## src/rtl/ga_pkg.sv

```systemverilog
package ga_pkg;
  typedef enum logic [2:0] {
    GA_IDLE, GA_INIT, GA_EVAL, GA_FIN, GA_ELITE, GA_PREP, GA_SCAN, GA_WRITE
  } ga_st_e;
endpackage

```

## src/rtl/ga_lfsr.sv

```systemverilog
module ga_lfsr #(
  parameter int          W    = 32,
  parameter logic [W-1:0] TAPS = 32'h8020_0003
) (
  input  logic         clk_i,
  input  logic         rst_ni,
  input  logic         load_i,
  input  logic [W-1:0] seed_i,
  output logic [W-1:0] rnd_o
);
  logic [W-1:0] st_q;

  always_ff @(posedge clk_i or negedge rst_ni) begin
    if (!rst_ni)     st_q <= W'(1);
    else if (load_i) st_q <= (seed_i == '0) ? W'(1) : seed_i;
    else             st_q <= {1'b0, st_q[W-1:1]} ^ (st_q[0] ? TAPS : '0);
  end

  assign rnd_o = st_q;
endmodule

```

## src/rtl/ga_xover.sv

```systemverilog
module ga_xover #(
  parameter int W     = 16,
  parameter int CUT_W = $clog2(W)
) (
  input  logic [W-1:0]     a_i,
  input  logic [W-1:0]     b_i,
  input  logic [CUT_W-1:0] cut_i,
  input  logic             mut_a_i,
  input  logic [CUT_W-1:0] bit_a_i,
  input  logic             mut_b_i,
  input  logic [CUT_W-1:0] bit_b_i,
  output logic [W-1:0]     c1_o,
  output logic [W-1:0]     c2_o
);
  logic [W-1:0] hi_mask, flip_a, flip_b;

  always_comb begin
    hi_mask = {W{1'b1}} << cut_i;
    flip_a  = mut_a_i ? (W'(1) << bit_a_i) : '0;
    flip_b  = mut_b_i ? (W'(1) << bit_b_i) : '0;
    c1_o = ((a_i & hi_mask) | (b_i & ~hi_mask)) ^ flip_a;
    c2_o = ((b_i & hi_mask) | (a_i & ~hi_mask)) ^ flip_b;
  end
endmodule

```

## src/rtl/ga_elite.sv

```systemverilog
module ga_elite #(
  parameter int N     = 2,
  parameter int FIT_W = 16,
  parameter int IDX_W = 5
) (
  input  logic                       clk_i,
  input  logic                       rst_ni,
  input  logic                       clr_i,
  input  logic                       upd_i,
  input  logic [FIT_W-1:0]           fit_i,
  input  logic [IDX_W-1:0]           idx_i,
  output logic [N-1:0][IDX_W-1:0]    idx_o,
  output logic [N-1:0][FIT_W-1:0]    fit_o
);
  logic [N-1:0]              vld_q, vld_d;
  logic [N-1:0][FIT_W-1:0]   fit_q, fit_d;
  logic [N-1:0][IDX_W-1:0]   idx_q, idx_d;
  int                        pos;

  // sorted insert, strict compare keeps the earlier slot on ties
  always_comb begin
    pos = N;
    for (int k = N - 1; k >= 0; k--)
      if (!vld_q[k] || fit_i > fit_q[k]) pos = k;
    vld_d = vld_q;
    fit_d = fit_q;
    idx_d = idx_q;
    for (int k = 1; k < N; k++)
      if (k > pos) begin
        vld_d[k] = vld_q[k-1];
        fit_d[k] = fit_q[k-1];
        idx_d[k] = idx_q[k-1];
      end
    for (int k = 0; k < N; k++)
      if (k == pos) begin
        vld_d[k] = 1'b1;
        fit_d[k] = fit_i;
        idx_d[k] = idx_i;
      end
  end

  always_ff @(posedge clk_i or negedge rst_ni) begin
    if (!rst_ni) begin
      vld_q <= '0;
      fit_q <= '0;
      idx_q <= '0;
    end else if (clr_i) begin
      vld_q <= '0;
    end else if (upd_i) begin
      vld_q <= vld_d;
      fit_q <= fit_d;
      idx_q <= idx_d;
    end
  end

  assign idx_o = idx_q;
  assign fit_o = fit_q;
endmodule

```

## src/rtl/ga_engine.sv

```systemverilog
module ga_engine
  import ga_pkg::*;
#(
  parameter int CHROM_W  = 16,
  parameter int FIT_W    = 16,
  parameter int POP      = 32,
  parameter int RND_W    = 4,
  parameter int ELITE    = 2,
  parameter int MUT_RATE = 80,
  parameter int GEN_W    = 8
) (
  input  logic               clk_i,
  input  logic               rst_ni,
  input  logic               start_i,
  input  logic [31:0]        seed_i,
  input  logic [GEN_W-1:0]   gens_i,
  output logic               eval_req_o,
  output logic [CHROM_W-1:0] eval_chrom_o,
  input  logic               eval_ack_i,
  input  logic [FIT_W-1:0]   eval_fit_i,
  output logic               busy_o,
  output logic               done_o,
  output logic [CHROM_W-1:0] best_chrom_o,
  output logic [FIT_W-1:0]   best_fit_o
);
  localparam int IDX_W = $clog2(POP);
  localparam int CNT_W = IDX_W + 1;
  localparam int TOT_W = FIT_W + IDX_W;
  localparam int PRD_W = TOT_W + RND_W + 1;
  localparam int CUT_W = $clog2(CHROM_W);
  localparam int LF_W  = 32;

  ga_st_e                  st_q;
  logic                    bank_q, sel_b_q, done_q;
  logic [CNT_W-1:0]        idx_q;
  logic [IDX_W-1:0]        idx_lo, sidx_q, par_a_q, par_b_q, el_sel;
  logic [GEN_W-1:0]        gen_q, gens_q;
  logic [TOT_W-1:0]        tot_q, cum_q, thr_q, cum_n, thr_d;
  logic [PRD_W-1:0]        prod;
  logic [CHROM_W-1:0]      best_chrom_q, c1, c2;
  logic [FIT_W-1:0]        best_fit_q;
  logic [LF_W-1:0]         rnd;
  logic                    acc, hit, mut_a, mut_b;
  logic [CUT_W-1:0]        cut, bit_a, bit_b;
  logic [ELITE-1:0][IDX_W-1:0] el_idx;
  logic [ELITE-1:0][FIT_W-1:0] el_fit;

  logic [CHROM_W-1:0] pop_q [2][POP];
  logic [FIT_W-1:0]   fit_q [POP];

  assign idx_lo = idx_q[IDX_W-1:0];
  assign acc    = (st_q == GA_EVAL) && eval_ack_i;

  ga_lfsr #(.W(LF_W)) u_lfsr (
    .clk_i, .rst_ni,
    .load_i (st_q == GA_IDLE && start_i),
    .seed_i (seed_i),
    .rnd_o  (rnd)
  );

  ga_elite #(.N(ELITE), .FIT_W(FIT_W), .IDX_W(IDX_W)) u_elite (
    .clk_i, .rst_ni,
    .clr_i (st_q == GA_INIT || st_q == GA_WRITE),
    .upd_i (acc),
    .fit_i (eval_fit_i),
    .idx_i (idx_lo),
    .idx_o (el_idx),
    .fit_o (el_fit)
  );

  // random fields for one child pair
  always_comb begin
    mut_a = {1'b0, rnd[7:0]}  < 9'(MUT_RATE);
    mut_b = {1'b0, rnd[15:8]} < 9'(MUT_RATE);
    bit_a = CUT_W'(32'(rnd[16 +: CUT_W]) % CHROM_W);
    bit_b = CUT_W'(32'(rnd[20 +: CUT_W]) % CHROM_W);
    cut   = CUT_W'(32'(rnd[24 +: CUT_W]) % (CHROM_W - 1) + 1);
  end

  ga_xover #(.W(CHROM_W), .CUT_W(CUT_W)) u_xover (
    .a_i (pop_q[bank_q][par_a_q]), .b_i (pop_q[bank_q][par_b_q]),
    .cut_i (cut),
    .mut_a_i (mut_a), .bit_a_i (bit_a),
    .mut_b_i (mut_b), .bit_b_i (bit_b),
    .c1_o (c1), .c2_o (c2)
  );

  always_comb begin
    el_sel = el_idx[0];
    for (int k = 0; k < ELITE; k++)
      if (idx_q == CNT_W'(k)) el_sel = el_idx[k];
    prod  = (PRD_W'(rnd[RND_W-1:0]) + PRD_W'(1)) * PRD_W'(tot_q);
    thr_d = TOT_W'(prod >> RND_W);
    cum_n = cum_q + TOT_W'(fit_q[sidx_q]);
    hit   = (cum_n >= thr_q) || (sidx_q == IDX_W'(POP - 1));
  end

  always_ff @(posedge clk_i) begin
    if (st_q == GA_INIT) pop_q[bank_q][idx_lo] <= rnd[CHROM_W-1:0];
    if (st_q == GA_ELITE) pop_q[~bank_q][idx_lo] <= pop_q[bank_q][el_sel];
    if (st_q == GA_WRITE) begin
      pop_q[~bank_q][idx_lo] <= c1;
      if (32'(idx_q) + 1 < POP) pop_q[~bank_q][idx_lo + IDX_W'(1)] <= c2;
    end
    if (acc) fit_q[idx_lo] <= eval_fit_i;
  end

  always_ff @(posedge clk_i or negedge rst_ni) begin
    if (!rst_ni) begin
      st_q <= GA_IDLE; bank_q <= 1'b0; sel_b_q <= 1'b0; done_q <= 1'b0;
      idx_q <= '0; sidx_q <= '0; par_a_q <= '0; par_b_q <= '0;
      gen_q <= '0; gens_q <= '0; tot_q <= '0; cum_q <= '0; thr_q <= '0;
      best_chrom_q <= '0; best_fit_q <= '0;
    end else begin
      done_q <= 1'b0;
      unique case (st_q)
        GA_IDLE: if (start_i) begin
          idx_q <= '0; gen_q <= '0; gens_q <= gens_i; st_q <= GA_INIT;
        end
        GA_INIT: if (idx_q == CNT_W'(POP - 1)) begin
          idx_q <= '0; tot_q <= '0; st_q <= GA_EVAL;
        end else idx_q <= idx_q + 1'b1;
        GA_EVAL: if (eval_ack_i) begin
          tot_q <= tot_q + TOT_W'(eval_fit_i);
          if (idx_q == CNT_W'(POP - 1)) begin
            idx_q <= '0;
            st_q  <= (gen_q == gens_q) ? GA_FIN : GA_ELITE;
          end else idx_q <= idx_q + 1'b1;
        end
        GA_FIN: begin
          done_q       <= 1'b1;
          best_chrom_q <= pop_q[bank_q][el_idx[0]];
          best_fit_q   <= el_fit[0];
          st_q         <= GA_IDLE;
        end
        GA_ELITE: if (idx_q == CNT_W'(ELITE - 1)) begin
          idx_q <= CNT_W'(ELITE); sel_b_q <= 1'b0; st_q <= GA_PREP;
        end else idx_q <= idx_q + 1'b1;
        GA_PREP: begin
          thr_q <= thr_d; cum_q <= '0; sidx_q <= '0; st_q <= GA_SCAN;
        end
        GA_SCAN: if (hit) begin
          if (!sel_b_q) begin
            par_a_q <= sidx_q; sel_b_q <= 1'b1; st_q <= GA_PREP;
          end else begin
            par_b_q <= sidx_q; st_q <= GA_WRITE;
          end
        end else begin
          sidx_q <= sidx_q + 1'b1; cum_q <= cum_n;
        end
        GA_WRITE: begin
          sel_b_q <= 1'b0;
          if (32'(idx_q) + 2 >= POP) begin
            bank_q <= ~bank_q; gen_q <= gen_q + 1'b1;
            idx_q <= '0; tot_q <= '0; st_q <= GA_EVAL;
          end else begin
            idx_q <= idx_q + CNT_W'(2); st_q <= GA_PREP;
          end
        end
        default: st_q <= GA_IDLE;
      endcase
    end
  end

  assign eval_req_o   = (st_q == GA_EVAL);
  assign eval_chrom_o = pop_q[bank_q][idx_lo];
  assign busy_o       = (st_q != GA_IDLE);
  assign done_o       = done_q;
  assign best_chrom_o = best_chrom_q;
  assign best_fit_o   = best_fit_q;
endmodule

```

## config.mk

```make
export PLATFORM = sky130hd
export DESIGN_NAME = ga_engine
export DESIGN_NICKNAME = d
export VERILOG_FILES = /design/src/rtl/ga_pkg.sv /design/src/rtl/ga_lfsr.sv /design/src/rtl/ga_xover.sv /design/src/rtl/ga_elite.sv /design/src/rtl/ga_engine.sv
export SDC_FILE = /design/constraint.sdc
export NUM_CORES = 2
export LEC_CHECK = 0
export BUFFER_PORTS_ARGS = -buffer_cell sky130_fd_sc_hd__buf_2
export CORE_MARGIN = 10
export CORE_UTILIZATION = 25
export DETAILED_ROUTE_END_ITERATION = 6
export GPL_ROUTABILITY_DRIVEN = 0
export PLACE_DENSITY = 0.37
export REMOVE_ABC_BUFFERS = 1
export SLEW_MARGIN = 20
export SYNTH_ARGS = -nofsm -noshare
export SYNTH_HDL_FRONTEND = slang
export SYNTH_SLANG_ARGS = --single-unit
```

## constraint.sdc

```tcl
create_clock -name clk_i -period 9.1 [get_ports clk_i]
set_input_delay 0.91 -clock clk_i [delete_from_list [all_inputs] [get_ports clk_i]]
set_output_delay 0.91 -clock clk_i [all_outputs]
set_load 0.02 [all_outputs]
```

==> Word level (Yosys, flattened, before mapping) <==
Memory sizes are Yosys's and may differ from the RTL's.
Cells that the tools add are included.
{ "word_totals": {"mem_count": 2, "ram_bits": 1536, "latch_bits": 0, "rom_bits": 0, "input_bits": 60, "register_bits": 214, "word_cells": 2262, "out_inout_bits": 51} }
{ "op_classes": {"multipliers": 1, "n_addsub": 11, "n_lt_le_gt_ge": 16, "n_div": 1, "eq_ne": 20, "shift": 3, "n_bitwise": 1043, "n_mux": 1105, "n_reduce_logical": 38} }
{ "memory_table": {"columns": ["name", "depth", "width", "rd", "rd_ports_with_merged_regs", "write_ports", "line", "text"], "rows": [
  ["pop_q", 2, 512, 1, 0, 1, "ga_engine.sv:48", "logic [CHROM_W-1:0] pop_q [2][POP];"],
  ["fit_q", 32, 16, 1, 0, 1, "ga_engine.sv:49", "logic [FIT_W-1:0] fit_q [POP];"]
]} }
{ "op_table": {"columns": ["cell", "count"], "rows": [
  ["512-bit two-way mux", 6],
  ["1-bit two-way mux", 1038],
  ["1-bit OR", 1024],
  ["512-bit OR reduction", 1],
  ["16-bit binary-select mux with 5-bit select", 5],
  ["16-bit two-way mux", 16],
  ["16-bit demux with 5-bit select", 2],
  ["32-bit two-way mux", 4],
  ["21-bit two-way mux", 4],
  ["16-bit AND", 4],
  ["32-bit zero test", 2],
  ["21-bit case mux with 3 select lines", 1],
  ["21-bit by 16-bit adder with 21-bit output", 2],
  ["21-bit case mux with 2 select lines", 1],
  ["6-bit greater-or-equal comparator (second input constant)", 6],
  ["5-bit inverter with 6-bit output", 6],
  ["2-bit by 32-bit == test with 1-bit output (first input constant)", 1],
  ["16-bit greater-than comparator", 2],
  ["2-bit by 32-bit greater-than comparator with 1-bit output (first input constant)", 1],
  ["4-bit by 4-bit modulo with 32-bit output (second input constant)", 1],
  ["16-bit OR", 2],
  ["1-bit by 4-bit left shift with 16-bit output (first input constant)", 2],
  ["16-bit XOR", 2],
  ["31-bit by 32-bit XOR with 32-bit output", 1],
  ["47 further kinds", 104]
]} }

==> Logic depth before layout (Yosys ltp) <==
{ "depth": {"word_depth": 10, "ltp_mapped": 29, "depth_no_buf": 23} }

==> Hierarchy <==
From an unflattened synthesis, not the netlist that was laid out.
{ "unflattened": {"hier_cells": 8409, "hier_area_um2": 106139.3} }
{ "by_module_without_submodules": {"columns": ["module", "area_per_inst_um2", "instances", "cells_each", "seq_area_each_um2"], "rows": [
  ["ga_engine", 101293.4, 1, 7915, 49577.5],
  ["ga_elite", 2597.5, 1, 279, 1101.1],
  ["ga_lfsr", 1328.8, 1, 85, 802.0],
  ["ga_xover", 919.6, 1, 130, 0.0]
]} }

==> Worst setup path before layout <==
OpenSTA, ideal clock, no wires.
{ "synth_timing": {"kind": "register to register", "start": "register sidx_q[0]", "end": "register sidx_q[0]", "stages_incl_launch_ff": 28, "n_path_buf": 6, "setup_time_ps": 146, "arrival_time_ps": 7071, "required_ps": 8954, "setup_slack_ps": 1884, "period_less_slack_ps": 7216, "path_cell_list": "dfrtp_1 -> clkbuf_1 -> clkbuf_1 -> buf_1 -> mux4_2 -> mux4_2 -> mux2_2 -> ha_1 -> fa_1 -> a21o_1 -> a21oi_1 -> o21bai_1 -> a31o_2 -> a211oi_1 -> o31ai_1 -> a21oi_1 -> nor2_1 -> xor2_1 -> ha_1 -> a211oi_1 -> nand2_1 -> a311oi_1 -> a221oi_1 -> or2_2 -> clkbuf_1 -> clkbuf_1 -> clkbuf_1 -> o21ai_0"} }
{ "synth_between": {"elab_chain_cells": 6, "word_cells_on_any_way": 10, "cone_classes": "add/sub (2); order compare (1); eq/ne (2); mux (2); reduce/logical (2); memory (1)"} }
{ "synth_rtl": {"columns": ["element", "line", "text"], "rows": [
  ["from (decl)", "ga_engine.sv:36", "logic [IDX_W-1:0] idx_lo, sidx_q, par_a_q, par_b_q, el_sel;"],
  ["from (signal assigned)", "ga_engine.sv:149", "sidx_q <= sidx_q + 1'b1; cum_q <= cum_n;"],
  ["memory 32 x 16 bit", null, null],
  ["21-bit by 16-bit adder with 21-bit output", "ga_engine.sv:94", "cum_n = cum_q + TOT_W'(fit_q[sidx_q]);"],
  ["21-bit greater-or-equal comparator", "ga_engine.sv:95", "hit = (cum_n >= thr_q) || (sidx_q == IDX_W'(POP - 1));"],
  ["1-bit logical OR", "ga_engine.sv:95", null],
  ["2-bit inequality test (no line)", null, null],
  ["2-bit AND reduction (no line)", null, null]
]} }
Several ways; a longest one is shown, not always the timed one. The select of a mux whose other input is x is not followed.
A chain may end at the register's enable or synchronous reset.

==> Worst setup path in the final report <==
{ "layout_timing": {"start": "register sidx_q[0]", "end": "register sidx_q[3]"} }
Same word-level chain as after synthesis.

==> impl_metrics.py <==
metrics = {
    "cts": {
        "postCtsHoldBufs": 1,
        "cts_inserted_buffers": 221,
        "postCtsSetupBuffers": 0,
        "cts_max_level": 4,
        "cts-resized-gates": 0,
        "cts_max_path_buffers": 4,
        "clkTransAtPathRegs_ps": 60,
        "cts_root_buffer": "clkbuf_16",
        "clk_latency_ps": 1010,
        "cts.sinks": 1750,
        "cts_tree": "built",
    },
    "floorplan": {
        "die_h_um": 696,
        "core_sq_um": 456000,
        "fp.dieArea_sq_um": 485000,
        "row_count": 248,
        "initial_core_util_pct": 25.1,
        "dieWidth_um": 696,
        "io_pins": 111,
    },
    "worst_setup_path": {
        "timing.rr.end": "sidx_q[3]$_DFFE_PN0P_",
        "crit_path_start_kind": "flop",
        "crit_path_frequent_cell": "a21oi_1",
        "ff2ff_setup_slack_ps": 990,
        "path_cells": "buf_4 > mux4_2 > mux4_2 > mux2_2 > ha_1 > a21o_1 > a21oi_1 > o21bai_1 > a31o_2 > a211oi_1 > o31ai_1 > a21oi_1 > nor2_1 > xor2_1 > ha_1 > a21o_1 > a211oi_1 > nand2_1 > a311oi_1 > a221oi_1 > buf_4 > or2_2 > or3_1 > a21oi_1",
        "cp_max_fo": 37,
        "cp.arrival_ps": 9000,
        "r2r-start": "sidx_q[0]$_DFFE_PN0P_",
        "max_stage_delay_ps": 980,
        "cp.required_ps": 9990,
        "setup.worst_path.end_class": "flop",
        "rr_worst_depth": 24,
        "crit_path_top_delay_cell": "dfrtp_4",
        "path_class": "reg2reg",
    },
    "synth": {
        "async_reset_ff_share_pct": 12.2,
        "netlist_top_cells_area": "edfxtp_1, mux4_2, mux2i_1",
        "ys.flop_type": "edfxtp_1",
        "ys_seq_area_share_pct": 45.0,
        "synth_edf_count": 1536,
        "synth_cell_types": 97,
        "synthCells": 9250,
        "synth.top_cell.area_share_pct": 40.4,
        "synth_seq_cells": 1750,
        "synth_common_cells": "edfxtp_1, mux4_2, nand2_1, mux2i_1, nor2_1",
        "synth.most_common_cell": "edfxtp_1",
        "netlist_area_sq_um": 114000,
        "synth_area_leader_cell": "edfxtp_1",
        "yosys_warnings": 0,
        "avgSynthCellArea_sq_um": 12.4,
    },
    "placed_design": {
        "dp_hpwl_mm": 480,
        "pre_cts_ws_ps": 962,
        "port_buffers": 110,
        "place_area_sq_um": 124000,
    },
    "hold_path": {
        "worstHoldStart": "gens_i[3]",
        "hold-path-endpoint": "gens_q[3]$_DFFE_PN0P_",
        "hold_path_depth": 3,
        "hold_class": "in2reg",
    },
    "routing": {
        "vias": 97000,
        "drc": 20,
        "drt_pass1_iterations": 6,
        "finalWirelength_mm": 670,
        "wl_per_cell_um": 43.3,
        "drt_iter0_drc": 16200,
        "ant_nets": 0,
        "vias_per_cell": 6.28,
    },
    "cells_and_area": {
        "num-fill-cells": 46200,
        "seq_area_sq_um": 51600,
        "multiInputGateArea_sq_um": 59200,
        "drive_gt1_share_pct": 25.8,
        "synthToLayoutAreaGrowth_pct": 15.1,
        "finalNetCount": 9480,
        "postLayoutCellArea_sq_um": 132000,
    },
    "run": {
        "cap_violations": 0,
    },
    "timing": {
        "min_period_ps": 8110,
        "hold_violations": 0,
        "setup_viol": 0,
        "rsz0062_at_grt": "no",
        "slew_violations": 0,
        "skew_ps": 121,
        "relSlewSlack_pct": 8.43,
        "fmax_ghz": 0.123,
        "tns_ps": 0,
        "worst_slew_pin_slew_ps": 1370,
        "final_min_period_over_clock_period_pct": 89.1,
        "layout_setup_ws_ps": 988,
    },
    "power_and_ir_drop": {
        "leakage_nw": 42.5,
        "cellPowerDensity_nw_per_um2": 247,
        "peakVddDrop_v": 0.000179,
    },
    "global_routing": {
        "antenna_found_initial": 59,
        "grt_max_degree": 112,
        "grt_pass1_vias": 91700,
        "grt.overflow.total": 0,
        "grt_pass1_wl_mm": 873,
        "gr-usage-all-layers_pct": 26.5,
    },
    "run_status": {
        "status": "finished with violations",
        "violations": "design-rule violations",
    },
}
worst max-delay path by stage:
stage                          start                     to  slack (ps)  cells after the start
2_1_floorplan     bank_q$_DFFE_PN0P_  pop_q[0][0]$_DFFE_PP_      -34070                      2
3_3_place_gp   sidx_q[0]$_DFFE_PN0P_  sidx_q[3]$_DFFE_PN0P_         730                     24
3_5_place_dp   sidx_q[0]$_DFFE_PN0P_  cum_q[19]$_DFFE_PN0P_         960                     24
4_1_cts        sidx_q[0]$_DFFE_PN0P_  sidx_q[3]$_DFFE_PN0P_         880                     24
5_1_grt        sidx_q[0]$_DFFE_PN0P_  sidx_q[3]$_DFFE_PN0P_         340                     24
6_report       sidx_q[0]$_DFFE_PN0P_  sidx_q[3]$_DFFE_PN0P_         990                     24
placed cells by master, fill, tap and decap left out, types with 75 or more instances in the layout:
| cell | n |
|---|---|
| buf_4 | 518 |
| nor2_2 | 86 |
| clkbuf_16 | 222 |
| and3_1 | 108 |
| mux2_2 | 202 |
| buf_2 | 109 |
| o211ai_1 | 122 |
| o21ai_0 | 430 |
| nand2_1 | 890 |
| inv_1 | 152 |
| nor3_1 | 211 |
| mux2i_1 | 735 |
| dfrtp_1 | 189 |
| a221oi_1 | 250 |
| a211oi_1 | 171 |
| nor2_1 | 466 |
| ha_1 | 129 |
| a21oi_1 | 310 |
| o22ai_1 | 75 |
| nand3_1 | 184 |
| edfxtp_1 | 1536 |
| mux4_2 | 911 |
per-stage QoR:
stage                     hold slack, ps  cells  util, %  power [mW]
after floorplan                      421   8348        -        16.3
after global placement               433  15000     27.2        22.6
after detailed placement             433  15000     27.2        22.7
after CTS                            126  15400     28.8        32.0
after global routing                 176  15400     28.8        33.1
final                                184  15500     28.9        32.5
layer usage:
metal  global-route usage [%]  wire [um]  vias to the layer above
met2                     38.6     280000                     7623
li1                         -          -                    36900
met3                     9.06      80600                     1792
met4                     16.5      51600                       24
met5                    0.373        411                        -
met1                     33.5     257000                    50700
registers in the layout, indices dropped and copies added (netlist names), 6 cells and up:
name	count
pop_q	1024
best_fit_o	16
u_elite.idx_o	10
u_elite.fit_o	32
idx_q	6
gen_q	8
tot_q	21
gens_q	8
fit_q	512
best_chrom_o	16
cum_q	21
thr_q	21
u_lfsr.rnd_o	32
logic make-up after synthesis:
logic type / after synthesis / synth area share [%]
DFF: 1750 / 45.0
adders and majority gates: 187 / 2.42
buffers and inverters: 1065 / 4.23
muxes: 1849 / 26.4
xor gates and xnor gates: 112 / 0.872
AOI/OAI and AO/OA: 1950 / 11.8
and+or+nand+nor: 2337 / 9.19
critical path: cells and delay by family (launching register included):
| kind | cells | cell delay [ps] |
|---|---|---|
| AOI/OAI and AO/OA | 12 | 3000 |
| xor gates and xnor gates | 1 | 180 |
| adders and majority gates | 2 | 490 |
| buffers and inverters | 2 | 700 |
| DFF | 1 | 980 |
| muxes | 3 | 1320 |
| and+or+nand+nor | 4 | 1280 |
power by group:
group | switching, mW | internal, mW
logic | 9.70 | 3.99
registers | 0.413 | 9.00
clock network | 3.89 | 5.45
total | 14.0 | 18.4
final cells by class:
type / instances / area share [%]
Antenna cell: 42 / 0.0799
Clock buffer: 258 / 4.37
Clock inverter: 147 / 1.30
Inverter: 163 / 0.477
Multi-Input combinational cell: 6435 / 45.0
Sequential cell: 1750 / 39.2
Tap cell: 6000 / 5.71
Timing Repair Buffer: 662 / 3.89
No activity file was read; power rests on OpenSTA's default activity.
